**config.mk**
```make
export PLATFORM = sky130hd
export DESIGN_NAME = hostxfer_port
export DESIGN_NICKNAME = d
export VERILOG_FILES = /design/src/rtl/hx_pkg.sv /design/src/rtl/hx_ctrl.sv /design/src/rtl/hx_datapath.sv /design/src/rtl/hostxfer_port.sv
export SDC_FILE = /design/constraint.sdc
export NUM_CORES = 2
export LEC_CHECK = 0
export BUFFER_PORTS_ARGS = -buffer_cell sky130_fd_sc_hd__buf_2
export CAP_MARGIN = 5
export CORE_MARGIN = 2
export CORE_UTILIZATION = 40
export DETAILED_ROUTE_END_ITERATION = 10
export SLEW_MARGIN = 25
export SYNTH_ARGS = -nofsm -noshare
export SYNTH_HDL_FRONTEND = slang
export SYNTH_HIERARCHICAL = 1
export SYNTH_SLANG_ARGS = --single-unit
```
**constraint.sdc**
```tcl
create_clock -name clk -period 4.9 [get_ports clk]
set_input_delay 0.245 -clock clk [delete_from_list [all_inputs] [get_ports clk]]
set_output_delay 0.245 -clock clk [all_outputs]
set_load 0.1 [all_outputs]
```
**src/rtl/hx_pkg.sv**
```systemverilog
package hx_pkg;
  localparam logic [2:0] SEL_MAIN = 3'd2;
  localparam logic [2:0] SEL_SUB  = 3'd3;
  localparam int CTRL_EN_BIT  = 1;
  localparam int CTRL_IRQ_BIT = 6;

  typedef struct packed {
    logic start;
    logic abort;
    logic step;
    logic finish;
  } hxStrobe_t;
endpackage

```
**src/rtl/hx_ctrl.sv**
```systemverilog
module hx_ctrl
  import hx_pkg::*;
(
  input  logic       clk,
  input  logic       rstN,
  input  logic       ctrlWr,
  input  logic [7:0] ctrlData,
  input  logic       trigWr,
  input  logic       ackWr,
  input  logic [2:0] destSel,
  input  logic       readerIsSub,
  input  logic       irqMask,
  input  logic       rdStrobe,
  input  logic       cntLow,
  output hxStrobe_t  strb,
  output logic       dataReady,
  output logic       xferEnd,
  output logic       statInProgN,
  output logic       statEndIrqN,
  output logic       irqReq
);
  logic [7:0] ctrlReg;
  logic       busy;
  logic       selMatch;

  assign selMatch = readerIsSub ? (destSel == SEL_SUB) : (destSel == SEL_MAIN);

  always_comb begin
    strb.abort  = ctrlWr & ~ctrlData[CTRL_EN_BIT];
    strb.start  = trigWr & ~ctrlWr & ctrlReg[CTRL_EN_BIT];
    strb.step   = rdStrobe & ~ctrlWr & ~trigWr & busy & selMatch;
    strb.finish = strb.step & cntLow;
  end

  always_ff @(posedge clk or negedge rstN) begin
    if (!rstN) begin
      ctrlReg     <= '0;
      busy        <= 1'b0;
      dataReady   <= 1'b0;
      xferEnd     <= 1'b0;
      statInProgN <= 1'b1;
      statEndIrqN <= 1'b1;
      irqReq      <= 1'b0;
    end else begin
      irqReq <= strb.finish & ctrlReg[CTRL_IRQ_BIT] & irqMask;
      if (ctrlWr) ctrlReg <= ctrlData;
      if (ackWr) statEndIrqN <= 1'b1;
      if (strb.abort) begin
        busy        <= 1'b0;
        statInProgN <= 1'b1;
      end else if (strb.start) begin
        busy        <= 1'b1;
        statInProgN <= 1'b0;
        xferEnd     <= 1'b0;
        dataReady   <= (destSel == SEL_MAIN) || (destSel == SEL_SUB);
      end else if (strb.finish) begin
        busy        <= 1'b0;
        statInProgN <= 1'b1;
        xferEnd     <= 1'b1;
        dataReady   <= 1'b0;
        if (ctrlReg[CTRL_IRQ_BIT]) statEndIrqN <= 1'b0;
      end
    end
  end
endmodule

```
**src/rtl/hx_datapath.sv**
```systemverilog
module hx_datapath
  import hx_pkg::*;
#(
  parameter int ADDR_W = 8,
  parameter int CNT_W  = 16
) (
  input  logic              clk,
  input  logic              rstN,
  input  hxStrobe_t         strb,
  input  logic              cntWr,
  input  logic [CNT_W-1:0]  cntData,
  input  logic              addrWr,
  input  logic [ADDR_W-1:0] addrData,
  input  logic              bufWr,
  input  logic [ADDR_W-1:0] bufWrAddr,
  input  logic [7:0]        bufWrData,
  input  logic              rdStrobe,
  output logic              cntLow,
  output logic [CNT_W-1:0]  byteCount,
  output logic [ADDR_W-1:0] addrCount,
  output logic [15:0]       rdData,
  output logic              rdValid
);
  localparam int DEPTH = 1 << ADDR_W;
  localparam logic [CNT_W-1:0]  CNT_STEP  = CNT_W'(2);
  localparam logic [ADDR_W-1:0] ADDR_STEP = ADDR_W'(2);

  logic [7:0]        mem [DEPTH];
  logic [7:0]        hiByte, loByte;
  logic              stepD;
  logic [ADDR_W-1:0] addrNext;

  assign addrNext = addrCount + ADDR_W'(1);
  assign cntLow   = byteCount <= CNT_STEP;
  assign rdData   = stepD ? {hiByte, loByte} : 16'h0000;

  always_ff @(posedge clk) begin
    if (bufWr) mem[bufWrAddr] <= bufWrData;
    if (strb.step) begin
      hiByte <= mem[addrCount];
      loByte <= mem[addrNext];
    end
  end

  always_ff @(posedge clk or negedge rstN) begin
    if (!rstN) begin
      byteCount <= '0;
      addrCount <= '0;
      stepD     <= 1'b0;
      rdValid   <= 1'b0;
    end else begin
      stepD   <= strb.step;
      rdValid <= rdStrobe;
      if (strb.abort) byteCount <= '0;
      else if (strb.finish) byteCount <= '0;
      else if (strb.step) byteCount <= byteCount - CNT_STEP;
      else if (cntWr) byteCount <= cntData;
      if (strb.step) addrCount <= addrCount + ADDR_STEP;
      else if (addrWr) addrCount <= addrData;
    end
  end
endmodule

```
**src/rtl/hostxfer_port.sv**
```systemverilog
module hostxfer_port
  import hx_pkg::*;
#(
  parameter int ADDR_W = 8,
  parameter int CNT_W  = 16
) (
  input  logic              clk,
  input  logic              rstN,
  input  logic              ctrlWr,
  input  logic [7:0]        ctrlData,
  input  logic              trigWr,
  input  logic              ackWr,
  input  logic              cntWr,
  input  logic [CNT_W-1:0]  cntData,
  input  logic              addrWr,
  input  logic [ADDR_W-1:0] addrData,
  input  logic              bufWr,
  input  logic [ADDR_W-1:0] bufWrAddr,
  input  logic [7:0]        bufWrData,
  input  logic [2:0]        destSel,
  input  logic              readerIsSub,
  input  logic              irqMask,
  input  logic              rdStrobe,
  output logic [15:0]       rdData,
  output logic              rdValid,
  output logic              dataReady,
  output logic              xferEnd,
  output logic              statInProgN,
  output logic              statEndIrqN,
  output logic              irqReq,
  output logic [CNT_W-1:0]  byteCount,
  output logic [ADDR_W-1:0] addrCount
);
  hxStrobe_t strb;
  logic      cntLow;

  hx_ctrl ctrl_i (
    .clk(clk), .rstN(rstN), .ctrlWr(ctrlWr), .ctrlData(ctrlData),
    .trigWr(trigWr), .ackWr(ackWr), .destSel(destSel),
    .readerIsSub(readerIsSub), .irqMask(irqMask), .rdStrobe(rdStrobe),
    .cntLow(cntLow), .strb(strb), .dataReady(dataReady), .xferEnd(xferEnd),
    .statInProgN(statInProgN), .statEndIrqN(statEndIrqN), .irqReq(irqReq)
  );

  hx_datapath #(.ADDR_W(ADDR_W), .CNT_W(CNT_W)) dp_i (
    .clk(clk), .rstN(rstN), .strb(strb), .cntWr(cntWr), .cntData(cntData),
    .addrWr(addrWr), .addrData(addrData), .bufWr(bufWr),
    .bufWrAddr(bufWrAddr), .bufWrData(bufWrData), .rdStrobe(rdStrobe),
    .cntLow(cntLow), .byteCount(byteCount), .addrCount(addrCount),
    .rdData(rdData), .rdValid(rdValid)
  );
endmodule

```
### Word-level counts from Yosys, hierarchy flattened

Memories as Yosys holds them, arrays and structs flattened. A register that Yosys moved wholly into a read port is not among the register bits.
Cells that the tools add are included.

* logic and storage cells: 60
* memory bits (writable): 2048
* input bits: 62
* memories: 1
* register bits: 39
* output and inout bits: 46

* multiplexer cells: 22
* equality and inequality tests: 2
* reduce and logical (&&, ||, !) cells: 6
* $add $sub $neg: 3
* bitwise logic cells: 14
* order comparisons: 1

Memories
* dp_i.mem: words 256, width 8, read ports 2, clocked after memory_dff 2, write ports 1, RTL line hx_datapath.sv:28 `logic [7:0] mem [DEPTH];`

Operators by type and width (number)
* $mux W16: 5
* $le A16 B2 Y1 const B: 1
* $mux W8: 2
* $sub A16 B2 Y16 const B: 1
* $mux W1: 15
* $and A1 B1 Y1: 10
* $add A8 B1 Y8 const B: 1
* $add A8 B2 Y8 const B: 1
* $eq A3 B2 Y1 const B: 2
* $not A1 Y1: 4
* $reduce_bool A2 Y1: 2
* $reduce_bool A4 Y1: 1
* $reduce_bool A3 Y1: 1
* $reduce_and A2 Y1: 1
* $logic_or A1 B1 Y1: 1

### Logic depth before layout (Yosys ltp)

* depth after elaboration: 9
* gate-level depth with buffers: 13
* depth with buffers taken out: 11

### Cells and area by module

The synthesis kept the hierarchy.

Modules (own cells, without submodules)
* hx_datapath: sequential area each 62630.1 um^2, area an instance 98547.0 um^2, cells an instance 5637, times used 1
* hx_ctrl: sequential area each 202.7 um^2, area an instance 366.6 um^2, cells an instance 27, times used 1

### Worst setup path after synthesis

No wires, ideal clock.

* path type: flip-flop to flip-flop
* start point: register dp_i.addrCount[0]
* end point: register dp_i.hiByte[6], read port of dp_i.mem (data pin)
* buffers on the path: 4
* cell stages (with the launch flop): 10
* arrival time: 3.247 ns
* required time: 4.631 ns
* slack: 1.384 ns
* path through: dfrtp_1 > buf_2 > buf_2 > buf_2 > buf_2 > mux4_2 > mux4_2 > or3b_2 > nand4_1 > nand4_1

RTL lines
* start, declared: RTL line hx_datapath.sv:20 `output logic [ADDR_W-1:0] addrCount,`
* start signal, assigned: RTL line hx_datapath.sv:58 `if (strb.step) addrCount <= addrCount + ADDR_STEP;`
* start signal, assigned: RTL line hx_datapath.sv:59 `else if (addrWr) addrCount <= addrData;`
* end, declared: RTL line hx_datapath.sv:29 `logic [7:0] hiByte, loByte;`

### Worst setup path in the final report

* start point: register dp_i.addrCount[2]
* end point: register dp_i.loByte[2], read port of dp_i.mem (data pin)

* cells in the longest elaborated chain, start to end: 1

Ends and longest elaborated chain
* $add A8 B1 Y8: RTL line hx_datapath.sv:33 `assign addrNext = addrCount + ADDR_W'(1);`
* end, declared: RTL line hx_datapath.sv:29

Every way passes these cells.
A chain may end at the register's enable or synchronous reset.

==> impl_metrics.py <==
metrics = {
    "die": {
        "die_w_microns": 501,
        "die_area_sq_um": 251000,
        "io_pins": 108,
        "coreArea_sq_um": 246000,
        "num_rows": 182,
        "die_y_microns": 501,
        "start_util_pct": 40.2,
    },
    "yosys": {
        "synth_cells": 5663,
        "netlist_area_sq_um": 98900,
        "avgSynthCellArea_sq_um": 17.5,
        "yosysWarnings": 6,
        "synth_fp_nets": 5728,
    },
    "worst_setup_path": {
        "crit_type": "register to register",
        "crit_cells": 8,
        "r2r_cells": 8,
        "cp-start-kind": "register",
        "path_delay_family": "compound AO/OA/AOI/OAI gates",
        "critPathBufInv": 1,
        "critical_path.cell_chain": "ha_1 -> nand3_1 -> o2bb2ai_4 -> buf_4 -> a32oi_1 -> a31oi_1 -> a21oi_1 -> and4_1",
        "worst_path_max_delay_cell": "o2bb2ai_4",
        "endpoint_kind": "register",
        "regToRegSetupSlack_ns": 0.86,
        "worstPathMaxFanout": 19,
        "arrival_ns": 4.69,
        "crit_required_ns": 5.55,
        "r2r-start": "dp_i/addrCount[2]",
        "critical-path-max-stage-delay_ns": 0.77,
        "r2r-end": "dp_i/loByte[2]",
    },
    "grt": {
        "grt_pass1_vias": 59500,
        "grt_pass1_wl_microns": 446000,
        "grt_max_degree": 169,
        "grt_overflow": 0,
        "antenna_found_initial": 30,
        "track_usage_pct": 24.9,
    },
    "worst_hold_path": {
        "min-delay-start": "destSel[0]",
        "holdPathEnd": "ctrl_i/dataReady",
        "min_path_type": "input pin to register",
        "min_path_cells": 4,
    },
    "sta": {
        "tns_ns": 0,
        "hold_slack_ns": 0.0598,
        "max_freq_ghz": 0.248,
        "drv_slew": 0,
        "fin_skew_ns": 0.0561,
        "rsz0062_at_grt": "false",
        "max_slew_margin_pct": 25.7,
        "finalHoldViolCount": 0,
        "period_minus_slack_ns": 4.04,
        "finalCritPeriodShare_pct": 82.4,
        "finalSetupViolations": 0,
        "worst_pin_slew_ns": 1.11,
    },
    "clock_network": {
        "postCtsResizedCells": 0,
        "cts_root_buffer": "clkbuf_16",
        "htree_levels": 4,
        "cts_setup_buffers": 0,
        "cts_buffers": 214,
        "clock_latency_ns": 0.89,
        "cts.reportedPaths.clkPinSlew_ns": 0.07,
        "cts_tree": "done",
        "ctsLongestPathBuffers": 3,
        "clkSinkCount": 2098,
        "cts_hold_buf": 75,
    },
    "final_layout": {
        "multi_input_area_sq_um": 33800,
        "regArea_sq_um": 62900,
        "area_delta_synth_final_pct": 13.3,
        "design_area_sq_um": 112000,
        "drive_above_1_share_pct": 27.8,
        "fill_cells": 20900,
        "final_core_util_pct": 45.6,
        "final_nets": 5963,
    },
    "route": {
        "drt_iter0_markers": 8376,
        "via_per_inst": 6.43,
        "wl_per_cell_microns": 34.1,
        "vias": 59900,
        "ant_nets": 0,
        "wl_microns": 317000,
        "drtPass1Iterations": 6,
        "drcViolationCount": 0,
    },
    "place": {
        "post-dp-hpwl_microns": 206000,
        "port_buffers": 101,
        "gp_congestion": 0.914,
        "placed_cell_area_sq_um": 104000,
    },
    "power": {
        "p_per_area_nw_per_um2": 387,
        "peakVddDrop_uv": 447,
        "p_leak_uw": 0.0358,
        "finalPower_uw": 43400,
    },
    "flow_run": {
        "maxCapViolations": 0,
    },
    "run_status": {
        "status": "finished, final reports clean",
    },
}
## report_power, final
group | internal [uW] | total, uW | leakage [uW] | switching [uW]
registers | 19800 | 19900 | 0.0190 | 99.2
clock network | 8820 | 15900 | 0.00326 | 7040
logic | 2860 | 7640 | 0.0136 | 4780
total | 31500 | 43400 | 0.0358 | 11900
## registers in the layout, indices dropped and copies added (netlist names)
name and count:
ctrl_i/busy 1, ctrl_i/ctrlReg 2, ctrl_i/dataReady 1, ctrl_i/irqReq 1
ctrl_i/statEndIrqN 1, ctrl_i/statInProgN 1, ctrl_i/xferEnd 1, dp_i/addrCount 8
dp_i/byteCount 16, dp_i/hiByte 8, dp_i/loByte 8, dp_i/mem 2048
dp_i/rdValid 1, dp_i/stepD 1
## stage by stage
| stage | setup slack [ns] | instances |
|---|---|---|
| after global placement | 0.961 | 8820 |
| after global routing | 0.800 | 9307 |
| final | 0.861 | 9314 |
| after floorplan | 1.38 | 5663 |
| after CTS | 0.917 | 9291 |
| after detailed placement | 0.944 | 8821 |
## layout make-up
| type | count | area share (%) |
|---|---|---|
| antenna | 17 | 0.0380 |
| clock buffer | 287 | 5.17 |
| clock inverter | 108 | 0.822 |
| inverter | 12 | 0.0402 |
| multi-input combinational | 3083 | 30.2 |
| sequential | 2098 | 56.1 |
| tap | 3220 | 3.60 |
| timing repair buffer | 489 | 4.03 |
## worst min-delay path, delay by kind of cell
kind / cells / cell delay [ns]
AND/OR/NAND/NOR: 1 / 0.14
AO/OA/AOI/OAI: 1 / 0.10
XOR/XNOR: 1 / 0.31
buffers and inverters: 1 / 0.08
## cell usage in the layout (no fill, tap or decap), types with 21 or more instances in the layout
cell type      instances
a211oi_1              35
a21oi_1              105
a221oi_1              65
a22oi_1               23
a32o_1                32
and2_1                21
buf_12                59
buf_2                 92
buf_4                248
clkbuf_1              61
clkbuf_16            218
clkinv_1              45
clkinv_2              32
dfrtp_1               26
dlygate4sd3_1         78
edfxtp_1            2064
mux2_2                62
mux2i_1              392
mux4_2               873
nand2_1              528
nand3_1              136
nand4_1              117
nor2_1               286
o211ai_1              42
o21ai_0               93
o221ai_1              30
o22ai_1               37
## worst max path at each step
stage,start,end
after global routing,dp_i/addrCount[2],dp_i/loByte[4]
final,dp_i/addrCount[2],dp_i/loByte[2]
after CTS,dp_i/addrCount[0],dp_i/hiByte[7]
after detailed placement,dp_i/addrCount[1],dp_i/loByte[0]
after global placement,dp_i/addrCount[0],dp_i/hiByte[7]
after floorplan,dp_i/addrCount[0],dp_i/hiByte[6]
## layer usage
layer / up-vias / GRT usage [%] / share of wire [%]
met1: 31800 / 33.7 / 38
li1: 24100 / - / -
met3: 591 / 5.48 / 10
met2: 3426 / 38.9 / 47
met5: - / 0 / 0.034
met4: 16 / 10.7 / 4.6
(Power assumes the default switching activity.)
